File: src/rtl/flag_alu_pkg.sv
package flag_alu_pkg;
  localparam int unsigned DATA_W = 16;

  typedef struct packed {
    logic zx;
    logic nx;
    logic zy;
    logic ny;
    logic f;
    logic no;
  } alu_ctrl_t;
endpackage

File: src/rtl/alu_operand_prep.sv
module alu_operand_prep #(
  parameter int unsigned WIDTH = 16
) (
  input  logic [WIDTH-1:0] d_i,
  input  logic             zero_i,
  input  logic             inv_i,
  output logic [WIDTH-1:0] d_o
);
  // zero first, then invert
  for (genvar b = 0; b < WIDTH; b++) begin : g_bit
    assign d_o[b] = (d_i[b] & ~zero_i) ^ inv_i;
  end
endmodule

File: src/rtl/alu_core.sv
module alu_core #(
  parameter int unsigned WIDTH = 16
) (
  input  logic [WIDTH-1:0] a_i,
  input  logic [WIDTH-1:0] b_i,
  input  logic             add_i,
  input  logic             inv_i,
  output logic [WIDTH-1:0] res_o,
  output logic             ovf_o
);
  localparam int unsigned LOW_W = WIDTH - 1;

  logic [LOW_W:0]   low_sum;   // carry into MSB at top bit
  logic             c_into_msb;
  logic             c_out_msb;
  logic             msb_sum;
  logic [WIDTH-1:0] sum;
  logic [WIDTH-1:0] conj;
  logic [WIDTH-1:0] sel;

  assign low_sum    = {1'b0, a_i[LOW_W-1:0]} + {1'b0, b_i[LOW_W-1:0]};
  assign c_into_msb = low_sum[LOW_W];
  assign msb_sum    = a_i[WIDTH-1] ^ b_i[WIDTH-1] ^ c_into_msb;
  assign c_out_msb  = (a_i[WIDTH-1] & b_i[WIDTH-1]) |
                      (c_into_msb & (a_i[WIDTH-1] ^ b_i[WIDTH-1]));
  assign sum        = {msb_sum, low_sum[LOW_W-1:0]};
  assign conj       = a_i & b_i;
  assign sel        = add_i ? sum : conj;
  assign res_o      = sel ^ {WIDTH{inv_i}};
  assign ovf_o      = add_i & (c_into_msb ^ c_out_msb);
endmodule

File: src/rtl/alu_flags.sv
module alu_flags #(
  parameter int unsigned WIDTH = 16
) (
  input  logic [WIDTH-1:0] res_i,
  output logic             zero_o,
  output logic             neg_o
);
  localparam int unsigned HALF_W = WIDTH / 2;

  logic any_lo;
  logic any_hi;

  if ((WIDTH % 2) == 0) begin : g_even
    assign any_lo = |res_i[HALF_W-1:0];
    assign any_hi = |res_i[WIDTH-1:HALF_W];
  end else begin : g_odd
    assign any_lo = |res_i[HALF_W-1:0];
    assign any_hi = |res_i[WIDTH-1:HALF_W];
  end

  assign zero_o = ~(any_lo | any_hi);
  assign neg_o  = res_i[WIDTH-1];
endmodule

File: src/rtl/flag_alu.sv
module flag_alu
  import flag_alu_pkg::*;
#(
  parameter int unsigned WIDTH = DATA_W
) (
  input  logic [WIDTH-1:0] x_i,
  input  logic [WIDTH-1:0] y_i,
  input  logic             zx_i,
  input  logic             nx_i,
  input  logic             zy_i,
  input  logic             ny_i,
  input  logic             f_i,
  input  logic             no_i,
  output logic [WIDTH-1:0] res_o,
  output logic             zero_o,
  output logic             neg_o,
  output logic             ovf_o
);
  alu_ctrl_t        ctrl;
  logic [WIDTH-1:0] x_proc;
  logic [WIDTH-1:0] y_proc;

  assign ctrl = '{zx: zx_i, nx: nx_i, zy: zy_i, ny: ny_i, f: f_i, no: no_i};

  alu_operand_prep #(.WIDTH(WIDTH)) u_prep_x (
    .d_i(x_i), .zero_i(ctrl.zx), .inv_i(ctrl.nx), .d_o(x_proc)
  );

  alu_operand_prep #(.WIDTH(WIDTH)) u_prep_y (
    .d_i(y_i), .zero_i(ctrl.zy), .inv_i(ctrl.ny), .d_o(y_proc)
  );

  alu_core #(.WIDTH(WIDTH)) u_core (
    .a_i(x_proc), .b_i(y_proc), .add_i(ctrl.f), .inv_i(ctrl.no),
    .res_o(res_o), .ovf_o(ovf_o)
  );

  alu_flags #(.WIDTH(WIDTH)) u_flags (
    .res_i(res_o), .zero_o(zero_o), .neg_o(neg_o)
  );
endmodule

File: config.mk
export PLATFORM = sky130hd
export DESIGN_NAME = flag_alu
export DESIGN_NICKNAME = d
export VERILOG_FILES = /design/src/rtl/flag_alu_pkg.sv /design/src/rtl/alu_operand_prep.sv /design/src/rtl/alu_core.sv /design/src/rtl/alu_flags.sv /design/src/rtl/flag_alu.sv
export SDC_FILE = /design/constraint.sdc
export NUM_CORES = 1
export LEC_CHECK = 0
export BUFFER_PORTS_ARGS = -buffer_cell sky130_fd_sc_hd__buf_2
export CORE_MARGIN = 4
export CORE_UTILIZATION = 30
export DETAILED_ROUTE_END_ITERATION = 16
export GPL_TIMING_DRIVEN = 0
export SYNTH_ARGS = -nofsm -noshare
export SYNTH_HDL_FRONTEND = slang
export SYNTH_SLANG_ARGS = --single-unit
File: constraint.sdc
create_clock -name vclk -period 6.2
set_clock_uncertainty 0.15 [all_clocks]
set_input_delay 0.31 -clock vclk [all_inputs]
set_output_delay 0.31 -clock vclk [all_outputs]
set_load 0.01 [all_outputs]
==> results of run 1 <==
-- worst max-delay path: cells and delay by family --
family	cells	cell delay [ns]
mux	1	0.26
compound gates	6	1.25
buf+inv	3	1.07
fa+ha+maj	2	0.81
xor+xnor	1	0.24
simple gates	6	0.98
-- kinds of logic (layout without fill, tap and decap cells) --
group | count (synthesis) | after routing | share of synthesized area [%]
xor gates and xnor gates | 52 | 52 | 26.0
muxes | 9 | 9 | 5.22
AOI/OAI and AO/OA | 52 | 52 | 21.8
adders and majority gates | 18 | 18 | 13.7
buffers and inverters | 19 | 73 | 4.57
and+or+nand+nor | 85 | 85 | 28.7
-- layout make-up --
cell class / instances / area (µm²)
buffer: 13 / 57.6
fill: 609 / 3460
inverter: 6 / 22.5
multi-input combinational: 216 / 1670
tap: 72 / 90.1
timing repair buffer: 54 / 270
-- synthesized netlist by cell type (2+ instances only) --
cell type / number
o21ai_2: 2
and3_1: 2
nor2_1: 13
nor3_1: 6
xnor2_1: 48
a21o_1: 4
nor2b_1: 5
inv_1: 5
nand2b_1: 32
a31oi_1: 5
a211oi_2: 2
a21oi_1: 6
a211oi_1: 3
o21ai_1: 2
nand2_1: 9
clkbuf_1: 6
fa_1: 2
nand3_1: 3
ha_1: 16
buf_1: 2
xor2_1: 4
o21bai_1: 2
buf_2: 3
nand4_1: 3
o22ai_1: 2
mux2i_1: 8
nor4_1: 3
o21ai_0: 6
a311oi_1: 2
o31ai_1: 2
o21a_1: 4
-- metrics by stage --
step                utilization, %  instance area [µm²]  cells  worst slack (ns)
finish                        37.9                 2110    361             0.816
global route                  37.9                 2110    361             0.396
CTS                           37.9                 2110    361             0.744
detailed placement            37.9                 2110    361             0.746
global placement              37.9                 2110    361             0.769
floorplan                        -                 1750    235              1.45
-- power groups by stage --
| stage | sequential (mW) | combinational (mW) | clock [mW] |
|---|---|---|---|
| 2_1_floorplan | 0 | 0.262 | 0 |
| 3_3_place_gp | 0 | 0.347 | 0 |
| 3_5_place_dp | 0 | 0.351 | 0 |
| 4_1_cts | 0 | 0.352 | 0 |
| 5_1_grt | 0 | 0.392 | 0 |
| 6_report | 0 | 0.350 | 0 |
-- worst paths after layout --
| kind | startpoint | slack, ns | to | cells past startpoint |
|---|---|---|---|---|
| min | no_i | 0.88 | res_o[6] | 4 |
| max | ny_i | 0.82 | zero_o | 19 |
-- metal layers --
| layer | track usage (%) | vias to the layer above | part of all wire (%) |
|---|---|---|---|
| li1 | - | 954 | - |
| met1 | 16.6 | 777 | 50 |
| met2 | 20.3 | 33 | 44 |
| met3 | 1.18 | 0 | 5.3 |
| met4 | 0 | 0 | 0 |
| met5 | 0 | - | 0 |
==> impl_metrics.csv, run 1 <==
group,metric,value,unit
grt,grt_overflow,0,
floorplan,num_rows,27,
routing,drt_iter0_drc,77,
timing,slew_viol_final,0,
critical_path,path_class,"primary input to output port",
place,port_buffers,54,
synth,ys_top_cells_by_area,"xnor2_1 (24%), ha_1 (11%), nand2b_1 (11%), mux2i_1 (4.6%), nor2_1 (2.8%)",
synth,synth_area_per_cell,7.45,µm²
grt,grtUsageTotal,11.7,%
synth,synth_warnings,0,
place,hpwlAfterDp,3840,µm
timing,rsz0062_at_grt,"no",
timing,hold_viol,0,
critical_path,critPathLaunchType,"primary input",
place,place.gp.congestion,0.782,
routing,wl_per_cell,12.1,µm
pwr,fin_total_pwr,0.350,mW
job,maxCapViolations,0,
pwr,netSwitchingFraction,54.9,%
routing,ant_nets,0,
grt,antenna_found_initial,0,
final_layout,antenna_cells,0,
routing,via_per_inst,4.89,
clock_tree,cts_setup_buffers,0,
pwr,combPwrFrac,100.0,%
pwr,p_int,0.158,mW
routing,routed_wirelength,4370,µm
synth,synth_top_area_share,24.0,%
synth,ys_types,54,
critical_path,crit_top_cell,"clkbuf_1",
min_path,hold_class,"primary input to output port",
critical_path,critPathMaxStageDelay,0.58,ns
routing,vias,1764,
final_layout,seq_area,0,µm²
timing,hold_slack,0.876,ns
routing,firstDrtPassIters,4,
synth,synth_area,1750,µm²
routing,drc,0,
timing,tightestPinTransition,0.694,ns
critical_path,critPathRequiredTime,5.74,ns
pwr,p_per_area,166,nW/µm²
final_layout,final_cell_mix,"buf_2 (57), xnor2_1 (48), nand2b_1 (32)",
grt,grt_pass1_wl,7440,µm
timing,fin_crit,5.38,ns
synth,netlist_instances,235,
synth,syn_nets,291,
floorplan,io_pins,57,
final_layout,nets,347,
final_layout,final_common_cell,"buf_2",
critical_path,critPathSlowestCell,"clkbuf_1",
pwr,p_leak,0.886,nW
final_layout,design.seq.count,0,
floorplan,die_w,84.4,µm
pwr,seqPwrFrac,0,%
timing,period_share,86.8,%
pwr,p_sw,0.192,mW
floorplan,start_util,31.4,%
critical_path,cp.arrival,4.92,ns
final_layout,n_clock_buffer,0,
grt,grt_max_degree,11,
critical_path,end_kind,"output port",
run_status,status,"finished, final reports clean",
synth,seq_area_frac_synth,0,%
critical_path,path_cells,"clkbuf_1 -> clkbuf_1 -> xnor2_1 -> ha_1 -> a211oi_2 -> o21a_1 -> o211ai_2 -> and3_4 -> o311ai_0 -> nand2_1 -> fa_1 -> mux2i_1 -> nor2b_1 -> nand4_1 -> nor2_1 -> a31oi_1 -> a211o_1 -> nor4_2 -> buf_2",
floorplan,die_area,7120,µm²
pwr,pwr-share-clk,0,%
timing,setup_viol,0,
floorplan,die_h,84.4,µm
grt,grt_pass1_vias,1656,
clock_tree,cts_resized,0,
timing,slew_headroom,53.7,%
final_layout,drive_above_1_share,24.9,%
pwr,ir_worst_vdd,0.0659,mV
final_layout,syn_to_final_growth,20.6,%
synth,yosysTopAreaCell,"xnor2_1",
timing,setup_tns,0,ns
critical_path,crit_fanout,10,
timing,max_freq,186,MHz
floorplan,core_region_area,5570,µm²
clock_tree,hold_buffers,0,
(Power assumes the default switching activity.)
==> run 2: changes to the inputs <==
ABC_AREA = 1   (was unset)
==> impl_metrics.csv, run 2 <==
group,metric,value,unit
synth,synthSimpleGateAreaFrac,50.8,%
synth,yosysTopAreaCell,"nand2_1",
place,port_buffers,53,
grt,grt_max_degree,11,
timing,fin_ws,1.67,ns
run_status,status,"finished, final reports clean",
place,place.gp.congestion,0.869,
final_layout,n_clock_buffer,0,
critical_path,crit_top_cell,"nand2_1",
floorplan,core_region_area,6830,µm²
final_layout,final_cell_mix,"nand2_1 (153), inv_1 (77), nand3_1 (60)",
pwr,netSwitchingFraction,62.2,%
clock_tree,hold_buffers,0,
critical_path,critPathSlowestCell,"fa_1",
place,dp.cells,567,
synth,synth_compound_area_share,5.81,%
final_layout,design.seq.count,0,
timing,setup_tns,0,ns
routing,wl_per_cell,10.3,µm
place,hpwlAfterDp,5070,µm
final_layout,syn_to_final_growth,18.1,%
synth,synth_warnings,0,
synth,synth_most_common_cell,"nand2_1",
pwr,p_leak,1.55,nW
clock_tree,cts_resized,0,
final_layout,antenna_cells,0,
routing,firstDrtPassIters,5,
critical_path,critPathRequiredTime,5.74,ns
timing,slew_viol_final,0,
critical_path,path_class,"primary input to output port",
synth,synthXorXnorAreaFrac,14.0,%
synth,synth_area_per_cell,5.10,µm²
synth,synth_fa_ha_area_share,11.3,%
grt,grt_overflow,0,
timing,hold_slack,0.883,ns
synth,synth_common_cells,"nand2_1 (153), inv_1 (77), nand3_1 (60)",
critical_path,cp.arrival,4.07,ns
critical_path,end_kind,"output port",
final_layout,fin_util,36.8,%
synth,syn_nets,474,
pwr,ir_worst_vdd,0.0475,mV
routing,vias,2469,
floorplan,die_h,92.3,µm
synth,synth_top_area_share,27.0,%
pwr,combPwrFrac,100.0,%
timing,setup_viol,0,
pwr,pwr-share-clk,0,%
routing,via_per_inst,4.35,
min_path,hold_class,"primary input to output port",
synth,ys_top_cells_by_area,"nand2_1 (27%), nand3_1 (14%), inv_1 (14%), xor2_1 (14%), ha_1 (9.4%)",
min_path,whs_endpoint,"res_o[4]",
synth,seq_area_frac_synth,0,%
job,maxCapViolations,0,
final_layout,drive_above_1_share,18.3,%
routing,routed_wirelength,5840,µm
floorplan,start_util,31.2,%
routing,drc,0,
place,pre_cts_ws,1.60,ns
synth,synth_mux_area_share,0,%
timing,period_share,73.0,%
routing,ant_nets,0,
critical_path,critPathMaxStageDelay,0.50,ns
grt,antenna_found_initial,0,
pwr,fin_total_pwr,0.367,mW
clock_tree,cts_setup_buffers,0,
synth,netlist_instances,418,
critical_path,critPathLaunchType,"primary input",
synth,ys_types,26,
synth,synth_area,2130,µm²
grt,grt_pass1_wl,10100,µm
critical_path,crit_fanout,10,
floorplan,die_w,92.3,µm
grt,grtUsageTotal,13.8,%
pwr,p_int,0.139,mW
final_layout,seq_area,0,µm²
final_layout,nets,529,
min_path,hp-start,"no_i",
timing,rsz0062_at_grt,"no",
final_layout,final_common_cell,"nand2_1",
final_layout,final_area,2520,µm²
pwr,p_sw,0.228,mW
synth,synth_top_family_by_area,"simple AND/OR/NAND/NOR gates",
grt,grt_pass1_vias,2301,
timing,max_freq,221,MHz
timing,hold_viol,0,
critical_path,crit_start,"zx_i",
min_path,whs_path_depth,4,
floorplan,num_rows,30,
floorplan,io_pins,57,
floorplan,die_area,8510,µm²
timing,tightestPinTransition,0.520,ns
timing,slew_headroom,65.3,%
routing,drt_iter0_drc,185,
final_layout,finalNonFillerCells,567,
pwr,seqPwrFrac,0,%
place,placed_area,2520,µm²
pwr,p_per_area,146,nW/µm²
timing,fin_crit,4.53,ns
## run 2: cell count changes in the layout (fill, tap and decap cells not counted), sizes merged, moves of 6 or more
cell,previous run,this run
nor3,6,0
xnor2,48,1
nand2b,32,0
a31oi,6,0
nor2,13,20
nand2,9,160
xor2,4,33
inv,6,80
mux2i,8,0
nand3,3,63
## run 2: worst max-delay path: cells and delay by family
family                   cells  cell delay [ns]
buffers and inverters        5             0.84
XOR/XNOR                     1             0.15
AND/OR/NAND/NOR             18             1.49
adder cells (fa/ha/maj)      2             0.84
AO/OA/AOI/OAI                3             0.44
## run 2: area by class of cell
type | count | area (µm²)
fill | 828 | 4320
multi-input combinational | 322 | 1740
inverter | 81 | 304
timing repair buffer | 53 | 265
tap | 96 | 120
buffer | 15 | 82.6
## run 2: power by group through the flow
stage	combinational (mW)	clock (mW)	sequential, mW
6_report	0.367	0	0
5_1_grt	0.420	0	0
4_1_cts	0.368	0	0
3_5_place_dp	0.366	0	0
3_3_place_gp	0.360	0	0
2_1_floorplan	0.275	0	0
## run 2: worst max-delay path by stage
stage                  end  slack [ns]
finish              zero_o        1.67
global route        zero_o        1.26
CTS                 zero_o        1.59
detailed placement  zero_o        1.60
global placement    zero_o        1.64
floorplan           zero_o        2.30
## run 2: cell families after synthesis
| kind of cell | after synthesis |
|---|---|
| and+or+nand+nor | 251 |
| xor gates and xnor gates | 34 |
| adders and majority gates | 18 |
| buffers and inverters | 96 |
| AOI/OAI and AO/OA | 19 |
## run 2: metal layers
metal / track usage (%) / share of wire, %
met1: 20.2 / 50
met2: 23.1 / 45
met3: 0.574 / 4.5
met4: 1.36 / 0.82
met5: 0 / 0
